==> config.mk <==
export PLATFORM = sky130hd
export DESIGN_NAME = dual_bank_intc
export DESIGN_NICKNAME = d
export VERILOG_FILES = /design/src/rtl/irqc_pkg.sv /design/src/rtl/irqc_bank.sv /design/src/rtl/irqc_regif.sv /design/src/rtl/dual_bank_intc.sv
export SDC_FILE = /design/constraint.sdc
export NUM_CORES = 1
export LEC_CHECK = 0
export BUFFER_PORTS_ARGS = -buffer_cell sky130_fd_sc_hd__buf_4
export CAP_MARGIN = 20
export CORE_AREA = 8 8 207 209
export DETAILED_ROUTE_END_ITERATION = 16
export DIE_AREA = 0 0 215 217
export PLACE_DENSITY = 0.44
export REMOVE_ABC_BUFFERS = 1
export SYNTH_ARGS = -nofsm -noshare
export SYNTH_HDL_FRONTEND = slang
export SYNTH_SLANG_ARGS = --single-unit
==> constraint.sdc <==
create_clock -name clk -period 5.4 [get_ports clk]
set_clock_uncertainty 0.05 [all_clocks]
set_input_delay 1.62 -clock clk [delete_from_list [all_inputs] [get_ports clk]]
set_output_delay 1.62 -clock clk [all_outputs]
set_load 0.05 [all_outputs]
==> src/rtl/irqc_pkg.sv <==
package irqc_pkg;

    localparam int BANK_W    = 32;
    localparam int NUM_BANKS = 2;
    localparam int ADDR_W    = 12;
    localparam int SLOT_SH   = 4;
    localparam logic [ADDR_W-1:0] BANK_BASE = 12'h010;

    typedef enum logic [3:0] {
        OFS_EVENT = 4'h0,
        OFS_MASK  = 4'h4,
        OFS_CLEAR = 4'h8,
        OFS_LEVEL = 4'hC
    } reg_ofs_e;

    typedef struct packed {
        logic [BANK_W-1:0] events;
        logic [BANK_W-1:0] mask;
        logic [BANK_W-1:0] levels;
    } bank_view_t;

    typedef struct packed {
        logic mask_we;
        logic clr_we;
    } bank_ctl_t;

    // Fixed level-sensitive lines of each bank, applied at reset
    function automatic logic [BANK_W-1:0] level_lines(input int bank);
        logic [BANK_W-1:0] m;
        m = '0;
        if (bank == 1) m = BANK_W'(32'h1FF0_0000);
        return m;
    endfunction

    function automatic logic [ADDR_W-1:0] bank_slot(input logic [ADDR_W-1:0] addr);
        return (addr - BANK_BASE) >> SLOT_SH;
    endfunction

endpackage

==> src/rtl/irqc_bank.sv <==
module irqc_bank
    import irqc_pkg::*;
#(
    parameter int              W  = BANK_W,
    parameter logic [W-1:0]    LS = '0
) (
    input  logic         clk,
    input  logic         rst,
    input  logic [W-1:0] lines,
    input  logic         mask_we,
    input  logic         clr_we,
    input  logic [W-1:0] wdata,
    output logic [W-1:0] ev_q,
    output logic [W-1:0] mask_q,
    output logic [W-1:0] lv_q,
    output logic         req_now,
    output logic         req_next
);

    logic [W-1:0] rise;
    logic [W-1:0] clr_bits;
    logic [W-1:0] ev_d;
    logic [W-1:0] mask_d;

    always_comb begin
        rise     = lines & ~lv_q;
        clr_bits = clr_we ? (wdata & ~LS) : '0;
        ev_d     = (ev_q & ~clr_bits) | (rise & ~LS);
        mask_d   = mask_we ? wdata : mask_q;
        req_next = |((ev_d | (lines & LS)) & mask_d);
        req_now  = |((ev_q | (lv_q & LS)) & mask_q);
    end

    always_ff @(posedge clk) begin
        if (rst) begin
            ev_q   <= '0;
            mask_q <= '0;
            lv_q   <= '0;
        end else begin
            ev_q   <= ev_d;
            mask_q <= mask_d;
            lv_q   <= lines;
        end
    end

    // an event bit only appears where a rising edge was seen
    p_edge_only_r4: assert property (@(posedge clk) disable iff (rst)
        1'b1 |=> ((ev_q & ~$past(ev_q) & ~$past(rise)) == '0));

    // level-sensitive lines never hold an event
    p_ls_no_event_r6: assert property (@(posedge clk) disable iff (rst)
        (ev_q & LS) == '0);

    // cleared bits are gone unless an edge refilled them
    p_clear_r5: assert property (@(posedge clk) disable iff (rst)
        clr_we |=> ((ev_q & $past(wdata & ~LS & ~rise)) == '0));

    // rising edge beats a clear on the same bit
    p_rise_wins_r9: assert property (@(posedge clk) disable iff (rst)
        (clr_we && |(rise & wdata & ~LS)) |=>
        ((ev_q & $past(rise & wdata & ~LS)) == $past(rise & wdata & ~LS)));

endmodule

==> src/rtl/irqc_regif.sv <==
module irqc_regif
    import irqc_pkg::*;
#(
    parameter int NB = NUM_BANKS
) (
    input  logic                       clk,
    input  logic                       rst,
    input  logic [ADDR_W-1:0]          bus_addr,
    input  logic                       bus_wr,
    input  logic                       bus_rd,
    input  bank_view_t [NB-1:0]        views,
    output bank_ctl_t  [NB-1:0]        ctl,
    output logic [BANK_W-1:0]          bus_rdata
);

    logic [ADDR_W-1:0] slot;
    logic              slot_ok;
    reg_ofs_e          ofs;
    logic [BANK_W-1:0] rd_val;

    assign slot    = bank_slot(bus_addr);
    assign slot_ok = slot < ADDR_W'(NB);
    assign ofs     = reg_ofs_e'(bus_addr[3:0]);

    for (genvar b = 0; b < NB; b++) begin : g_ctl
        logic hit;
        assign hit           = bus_wr && slot_ok && (slot == ADDR_W'(b));
        assign ctl[b].mask_we = hit && (ofs == OFS_MASK);
        assign ctl[b].clr_we  = hit && (ofs == OFS_CLEAR);
    end

    always_comb begin
        rd_val = '0;
        for (int b = 0; b < NB; b++) begin
            if (slot_ok && slot == ADDR_W'(b)) begin
                case (ofs)
                    OFS_EVENT: rd_val = views[b].events;
                    OFS_MASK:  rd_val = views[b].mask;
                    OFS_LEVEL: rd_val = views[b].levels;
                    default:   rd_val = '0;
                endcase
            end
        end
    end

    always_ff @(posedge clk) begin
        if (rst)         bus_rdata <= '0;
        else if (bus_rd) bus_rdata <= rd_val;
    end

    // reads outside the bank slots return zero
    p_bad_slot_zero_r1: assert property (@(posedge clk) disable iff (rst)
        (bus_rd && !slot_ok) |=> (bus_rdata == '0));

    // read data holds between reads
    p_rdata_hold_r11: assert property (@(posedge clk) disable iff (rst)
        !bus_rd |=> $stable(bus_rdata));

endmodule

==> src/rtl/dual_bank_intc.sv <==
module dual_bank_intc
    import irqc_pkg::*;
#(
    parameter int NB = NUM_BANKS,
    parameter int W  = BANK_W
) (
    input  logic                clk,
    input  logic                rst,
    input  logic [NB*W-1:0]     irq_in,
    input  logic [ADDR_W-1:0]   bus_addr,
    input  logic                bus_wr,
    input  logic                bus_rd,
    input  logic [W-1:0]        bus_wdata,
    output logic [W-1:0]        bus_rdata,
    output logic                cpu_irq
);

    bank_view_t [NB-1:0] views;
    bank_ctl_t  [NB-1:0] ctl;
    logic       [NB-1:0] req_now;
    logic       [NB-1:0] req_next;

    irqc_regif #(.NB(NB)) u_regif (
        .clk       (clk),
        .rst       (rst),
        .bus_addr  (bus_addr),
        .bus_wr    (bus_wr),
        .bus_rd    (bus_rd),
        .views     (views),
        .ctl       (ctl),
        .bus_rdata (bus_rdata)
    );

    // Banks take the input lines in reverse order: the last bank gets lines 0..W-1
    for (genvar b = 0; b < NB; b++) begin : g_bank
        irqc_bank #(.W(W), .LS(level_lines(b))) u_bank (
            .clk      (clk),
            .rst      (rst),
            .lines    (irq_in[(NB-1-b)*W +: W]),
            .mask_we  (ctl[b].mask_we),
            .clr_we   (ctl[b].clr_we),
            .wdata    (bus_wdata),
            .ev_q     (views[b].events),
            .mask_q   (views[b].mask),
            .lv_q     (views[b].levels),
            .req_now  (req_now[b]),
            .req_next (req_next[b])
        );
    end

    always_ff @(posedge clk) begin
        if (rst) cpu_irq <= 1'b0;
        else     cpu_irq <= |req_next;
    end

    // registered output equals the OR of the bank requests from stored state
    p_irq_match_r7: assert property (@(posedge clk) disable iff (rst)
        cpu_irq == (|req_now));

endmodule

# Yosys cells after proc, flatten, opt, wreduce, memory -nomap -nowiden
# Index checks and enable logic that the tools add are counted.
# totals
regBits,225
in_bits,112
output_inout_bits,33
wordCells,47
# classes
n_addsub,1
magnitude_cmp,1
n_eq_ne,4
muxes,8
bitwise_logic,13
reduce_logical,12
# ops
op,count
$and A32 B32 Y32,6
$mux W32,6
$pmux W32 S3,2
$not A32 Y32,4
$or A32 B32 Y32,2
$reduce_or A64 Y1,1
$or A32 B29 Y32,1
$logic_not A12 Y1,1
$sub A12 B5 Y12 const B,1
$logic_and A1 B1 Y1,9
$eq A4 B4 Y1 const B,2
$eq A8 B1 Y1 const B,1
$lt A8 B2 Y1 const B,1
$eq A4 B3 Y1 const B,1
$logic_not A4 Y1,1

# Longest topological paths before layout
# Gate-level depths: netlist (run 1).
# depth
ltp_word,12
depth_mapped,14
depth_no_buf,11

# Modules after synthesis
# Synthesis (run 1) repeated with hierarchy kept, for this count alone.
# unflattened
hier_cells,1076
hier_area_um2,9564.2
# by_module_without_submodules
module,instances,cells_each,area_per_inst_um2,seq_area_each_um2
irqc_bank at g_bank[0].u_bank,1,380,3562.2,1921.8
irqc_bank at g_bank[1].u_bank,1,344,3309.4,1741.7
irqc_regif,1,350,2662.6,640.6
dual_bank_intc,1,2,30.0,20.0

# Worst setup path before layout (run 1)
# Ideal clock, no wire load.
# synth_path
path_kind,input -> register
start,input bus_addr[4]
end,register cpu_irq
arrival_ns,3.964
t_required_ns,5.210
slack_ns,1.246
stages,12
n_path_buf,2
path_cell_list,inv_1 ha_1 nor3b_1 nand4_1 buf_2 nor3_2 buf_2 mux2_2 a22oi_1 o221ai_1 nor4_1 a41oi_1
# synth_between
elab_chain_len,12
word_cells_on_any_way,25
cone_classes,1 x add/sub; 1 x order compare; 1 x eq/ne; 4 x mux; 9 x bitwise; 9 x reduce/logical
# synth_rtl
item,line,rtl
start: declaration,dual_bank_intc.sv:10,"input logic [ADDR_W-1:0] bus_addr,"
$sub A12 B5 Y12 *,irqc_pkg.sv:36,return (addr - BANK_BASE) >> SLOT_SH;
$lt A8 B2 Y1,irqc_regif.sv:22,assign slot_ok = slot < ADDR_W'(NB);
$logic_and A1 B1 Y1 (2 in series),irqc_regif.sv:27,assign hit = bus_wr && slot_ok && (slot == ADDR_W'(b));
$logic_and A1 B1 Y1,irqc_regif.sv:29,assign ctl[b].clr_we = hit && (ofs == OFS_CLEAR);
$mux W32,irqc_bank.sv:27,clr_bits = clr_we ? (wdata & ~LS) : '0;
$not A32 Y32,irqc_bank.sv:28,ev_d = (ev_q & ~clr_bits) | (rise & ~LS);
$and A32 B32 Y32,irqc_bank.sv:28,
$or A32 B32 Y32,irqc_bank.sv:28,
$or A32 B29 Y32,irqc_bank.sv:30,req_next = |((ev_d | (lines & LS)) & mask_d);
$and A32 B32 Y32,irqc_bank.sv:30,
$reduce_or A64 Y1 *,dual_bank_intc.sv:53,else cpu_irq <= |req_next;
end signal: assignment,dual_bank_intc.sv:53,
end: declaration,dual_bank_intc.sv:15,output logic cpu_irq
# Mark *: on every way between the ends. The rest lies on a longest branch, timed or not.
# A chain may end at the register's enable or synchronous reset.

# Worst setup path after layout (run 1)
# Same ends and word-level chain as after synthesis.

==> qor.csv, run 1 <==
metric;value;unit
crit_path_cell_trace;buf_4, inv_1, ha_1, nand2b_1, o21ai_0, nand4_1, or3_1, buf_4, a221o_1, a22oi_1, nand4_1, nor4_1, buf_4, a41oi_1;
grt_max_degree;111;
synth_cell_types;41;
die-width;215;um
cts_buffers;25;
firstDrtPassIters;7;
critical_path_class;input pin to flip-flop;
leakagePower;4.88;nW
maxCapViolations;0;
synth_seq_cells;216;
drtIter0Drc;487;
gp_congestion;0.782;
postCtsSetupBuffers;0;
cts_hold_buf;0;
period_minus_slack;4.53;ns
max_freq;0.221;GHz
grt_pass1_wl;51700;um
cts.path.max_buffers;3;
cp.arrival;4.84;ns
max_stage_delay;0.59;ns
wl_per_cell;19.4;um
worst_slew_pin_slew;0.890;ns
setup_tns;0;ns
dp_hpwl;24600;um
clock-root-buffer;clkbuf_16;
reg2reg_depth;7;
antenna_cells;0;
powerDensity;310;nW/um2
post-route-period-util;0.839;
route.met3.wl;1590;um
clock-sinks;216;
cts-htree-levels;1;
slew_violations;0;
fp.dieArea;46700;um2
path_max_fanout;10;
fin_ws;0.867;ns
ys.warnings.count;0;
worstPathRequired;5.71;ns
cts_tree;built;
io_pins;145;
start_util;0.247;
critPathBufInv;4;
status;completed;
area_growth;26.2;%
slowest_stage;or3_1;
vdd_drop_max;0.000215;V
final_nets;1341;
drive_above_1_share;0.213;
grt_usage;0.141;
drc;0;
path_clk_slew;0.06;ns
core.rowCount;73;
syn_area_per_cell;8.87;um2
antenna_found_initial;1;
hold_path.class;flip-flop to flip-flop;
wl_met2;15500;um
overflow;0;
grt_pass1_vias;8242;
synth-seq-area-share;0.444;
vias;8094;
met1Wirelength;16600;um
critPathMostFrequentCell;buf_4;
ant_nets;0;
cts.repair.resized;0;
netlist_area;9740;um2
pre_cts_ws;0.358;ns
highest_layer;met5;
clk_latency;0.53;ns
grt_setup_unrepaired;false;
maxSlewHeadroom;0.407;
die_h;217;um
wirelength;34300;um
report.final.setup_viol;0;
endpoint_kind;flip-flop;
cp_top_family;simple AND/OR/NAND/NOR gates;
critical_path_depth;14;
finalHoldViolCount;0;
critPathLaunchType;input pin;
netlist_instances;1097;
io_buffers;144;
hold_depth;2;
core-area;39500;um2
post_drt_via_cell_ratio;4.58;
==> through the flow <==
stage | utilization | instances | power [mW] | cell area, um2 | hold WS, ns
after global routing | 0.311 | 1769 | 3.97 | 12300 | 0.445
after floorplan | - | 1027 | 1.86 | 9430 | 0.389
final | 0.311 | 1769 | 3.81 | 12300 | 0.426
after detailed placement | 0.290 | 1724 | 2.07 | 11400 | 0.421
after global placement | 0.290 | 1724 | 2.07 | 11400 | 0.411
after CTS | 0.311 | 1769 | 3.87 | 12300 | 0.428
==> state kept, by name (all words and copies together), names as in the netlist <==
register / flops
g_bank.u_bank.lv_q: 64
g_bank.u_bank.mask_q: 64
g_bank.u_bank.ev_q: 55
u_regif.bus_rdata: 32
cpu_irq: 1
==> layer usage <==
layer,track usage,vias to the layer above
met1,0.192,3828
li1,-,4043
met5,0,-
met4,0.0350,2
met3,0.0251,42
met2,0.231,179
==> logic make-up (layout without fill, tap and decap cells) <==
group,Yosys count,after routing,share of synthesized area
fa+ha+maj,3,3,0.00386
mux,115,115,0.124
simple gates,417,417,0.225
flops,216,216,0.444
buf+inv,105,252,0.0449
compound gates,241,241,0.159
==> report_power, final <==
part           leakage (nW)  internal (mW)  switching (mW)
combinational          2.68          0.157           0.185
sequential             1.77           1.65          0.0313
clock                 0.422           1.09           0.696
total                  4.88           2.90           0.913
==> worst register-to-register path, cell delays in order (launching register included) <==
cell and delay (ns):
dfxtp_1 0.32, nor2b_1 0.13, a221o_1 0.28, a22oi_1 0.38
nand4_1 0.16, nor4_1 0.52, buf_4 0.19, a41oi_1 0.11
==> worst paths after layout <==
kind	startpoint	to	slack, ns
setup / recovery	bus_addr[4]	cpu_irq$_SDFF_PP0_	0.87
hold / removal	g_bank[1].u_bank.mask_q[22]$_SDFF_PP0_	g_bank[1].u_bank.mask_q[22]$_SDFF_PP0_	0.43
setup reg to reg	g_bank[0].u_bank.ev_q[12]$_SDFF_PP0_	cpu_irq$_SDFF_PP0_	3.09
hold reg to reg	g_bank[1].u_bank.mask_q[22]$_SDFF_PP0_	g_bank[1].u_bank.mask_q[22]$_SDFF_PP0_	0.43
==> Yosys cell counts <==
cell       number  area, um2
a222oi_1        1       10.0
a31oi_1         3       18.8
a21oi_1       112        561
dfxtp_1       216       4320
inv_1          35        131
nand4b_1        1       8.76
nor2b_1       214       1340
o221ai_1        3       26.3
a21boi_0        6       45.0
clkbuf_1       52        195
nor2_1        134        503
nand4_1         6       37.5
nor3b_1         1       7.51
a221o_1        26        260
nor4_1          4       25.0
buf_1           5       18.8
nor3_2          2       20.0
nor3_1          5       25.0
o41ai_1         4       35.0
mux2i_1        74        741
nor4b_1         1       8.76
o21ai_0        13       65.1
ha_1            3       37.5
o21ba_2         6       60.1
nand2_1        33        124
buf_4           3       22.5
buf_6           3       33.8
o211ai_1        1       7.51
and2_1          1       6.26
mux2_2         41        462
o32a_1          1       10.0
a41oi_1         1       8.76
and3_1          2       12.5
nand2b_1        4       25.0
a22oi_1        25        188
nand3_1         6       30.0
buf_2           7       35.0
o22ai_1        37        231
o2111ai_1       2       17.5
or3_1           2       12.5
nor2_2          1       6.26
==> cell type report <==
type                            count  area [um2]
Timing Repair Buffer              172        1320
Multi-Input combinational cell    776        5000
Tap cell                          525         657
Inverter                           35         131
Clock buffer                       37         741
Clock inverter                      8         118
Sequential cell                   216        4320
Fill cell                        4231       27200
==> placed cells by master (no fill, tap or decap), types with 4 or more instances in the layout <==
cell,synthesis,final
mux2_2,41,41
nor2_1,134,134
o21ba_2,6,6
a221o_1,26,26
o41ai_1,4,4
dfxtp_1,216,216
a21boi_0,6,6
a21oi_1,112,112
o21ai_0,13,13
nand4_1,6,6
inv_1,35,35
nor3_1,5,4
clkbuf_16,0,25
clkinv_2,0,4
clkbuf_1,52,5
nor2b_1,214,214
clkbuf_8,0,7
nand2_1,33,33
nor4_1,4,4
nand3_1,6,6
a22oi_1,25,25
mux2i_1,74,74
nand2b_1,4,4
buf_4,3,169
o22ai_1,37,37
Note: power is estimated with default switching activity, not from simulation.
==> inputs of run 2 (changes only) <==
--- a/config.mk
+++ b/config.mk
@@ -10,7 +10,7 @@
 export CORE_AREA = 8 8 207 209
 export DETAILED_ROUTE_END_ITERATION = 16
 export DIE_AREA = 0 0 215 217
-export PLACE_DENSITY = 0.44
+export PLACE_DENSITY = 0.45
 export REMOVE_ABC_BUFFERS = 1
 export SYNTH_ARGS = -nofsm -noshare
 export SYNTH_HDL_FRONTEND = slang
==> constraint.sdc (replaced) <==
create_clock -name clk -period 3.9 [get_ports clk]
set_clock_uncertainty 0.05 [all_clocks]
set_input_delay 1.17 -clock clk [delete_from_list [all_inputs] [get_ports clk]]
set_output_delay 1.17 -clock clk [all_outputs]
set_load 0.05 [all_outputs]
==> qor.csv, run 2 (synthesized netlist as in run 1, its figures left out) <==
metric;value;unit
pwr-share-seq;0.454;
firstDrtPassIters;5;
grt_pass1_wl;52400;um
area_growth;30.3;%
max_stage_delay;0.42;ns
hold_depth;2;
die_h;217;um
core-area;39500;um2
hold_ws;0.429;ns
io_buffers;144;
p_sw_frac;0.243;
multiInputGateArea;5020;um2
clk_latency;0.53;ns
status;completed;
cp.arrival;4.12;ns
reg2reg_depth;8;
layout_common_cells;dfxtp_1, nor2b_1, buf_4;
fillers;4175;
crit_path_cell_trace;buf_4, inv_1, ha_1, nor3b_1, nand4_1, buf_4, or3_1, buf_4, a221o_1, a22oi_1, buf_4, nand4_1, nor4_2, buf_4, a41oi_1;
cts_buffers;25;
wl_per_cell;19.0;um
post-route-period-util;0.966;
grt_setup_unrepaired;false;
ant_nets;0;
critPathLaunchType;input pin;
cts.path.max_buffers;3;
largestRegisters;g_bank.u_bank.lv_q x64, g_bank.u_bank.mask_q x64, g_bank.u_bank.ev_q x55;
drc;0;
vias;8258;
period_minus_slack;3.77;ns
maxCapViolations;0;
endpoint_kind;flip-flop;
layout_commonest_cell;dfxtp_1;
worst_slew_pin_slew;0.890;ns
die-width;215;um
overflow;0;
report.final.setup_viol;0;
io_pins;145;
slowest_stage;or3_1;
drtIter0Drc;440;
clock-sinks;216;
leakagePower;5.09;nW
combPwrFrac;0.097;
finalHoldViolCount;0;
cts-htree-levels;1;
antenna_found_initial;2;
seqCellArea;4320;um2
setup_tns;0;ns
path_clk_slew;0.06;ns
critical_path_class;input pin to flip-flop;
worstPathRequired;4.25;ns
gp_congestion;0.803;
hold_path.class;flip-flop to flip-flop;
core.rowCount;73;
cts_tree;built;
power.internal;3.89;mW
wirelength;34400;um
cts_hold_buf;0;
fin_util;0.321;
postCtsSetupBuffers;0;
dp_hpwl;24700;um
start_util;0.247;
max_freq;0.265;GHz
grt_usage;0.142;
post_drt_via_cell_ratio;4.55;
critPathMostFrequentCell;buf_4;
fp.dieArea;46700;um2
cts.repair.resized;0;
final_nets;1386;
maxSlewHeadroom;0.406;
vdd_drop_max;0.000234;V
clock-root-buffer;clkbuf_16;
slew_violations;0;
path_max_fanout;9;
grt_pass1_vias;8563;
power_switching;1.25;mW
clockPowerShare;0.449;
powerDensity;405;nW/um2
drive_above_1_share;0.242;
grt_max_degree;79;
-- run 2: per-stage QoR --
stage                     cells  cell area (um2)  power, mW  setup slack, ns
after floorplan            1027             9430       2.58            -1.55
after global placement     1769            11900       2.88           -0.338
after detailed placement   1769            11900       2.89           -0.386
after CTS                  1814            12700       5.21            0.164
after global routing       1815            12700       5.34           0.0280
final                      1815            12700       5.14            0.132
-- run 2: final cells by class --
type                            instances  share of cell area
Clock buffer                           38              0.0579
Multi-Input combinational cell        776               0.396
Sequential cell                       216               0.341
Timing Repair Buffer                  217               0.138
Clock inverter                          7             0.00503
Inverter                               35              0.0104
Antenna cell                            1            0.000197
Tap cell                              525              0.0518
-- run 2: critical path: cells and delay by family --
family | cells | cell delay, ns
simple gates | 5 | 1.18
fa+ha+maj | 1 | 0.28
buf+inv | 6 | 0.84
compound gates | 3 | 0.63
-- run 2: routing by layer --
layer,wire [um],vias up,track usage
li1,-,4137,-
met1,16800,3938,0.192
met2,15800,151,0.236
met3,1290,30,0.0226
met4,481,2,0.0329
met5,13,-,0
-- run 2: path summary, 6_finish.rpt --
path                            slack (ns)                                      to                              startpoint
worst max-delay path                  0.13                      cpu_irq$_SDFF_PP0_                             bus_addr[4]
worst max register to register        1.95                      cpu_irq$_SDFF_PP0_     g_bank[0].u_bank.ev_q[4]$_SDFF_PP0_
worst min-delay path                  0.43  g_bank[1].u_bank.mask_q[20]$_SDFF_PP0_  g_bank[1].u_bank.mask_q[20]$_SDFF_PP0_
worst min register to register        0.43  g_bank[1].u_bank.mask_q[20]$_SDFF_PP0_  g_bank[1].u_bank.mask_q[20]$_SDFF_PP0_
-- run 2: power by group through the flow --
stage	combinational, mW	clock, mW	sequential, mW
2_1_floorplan	0.209	0	2.37
3_3_place_gp	0.505	0	2.38
3_5_place_dp	0.505	0	2.38
4_1_cts	0.507	2.37	2.33
5_1_grt	0.549	2.45	2.34
6_report	0.499	2.30	2.33
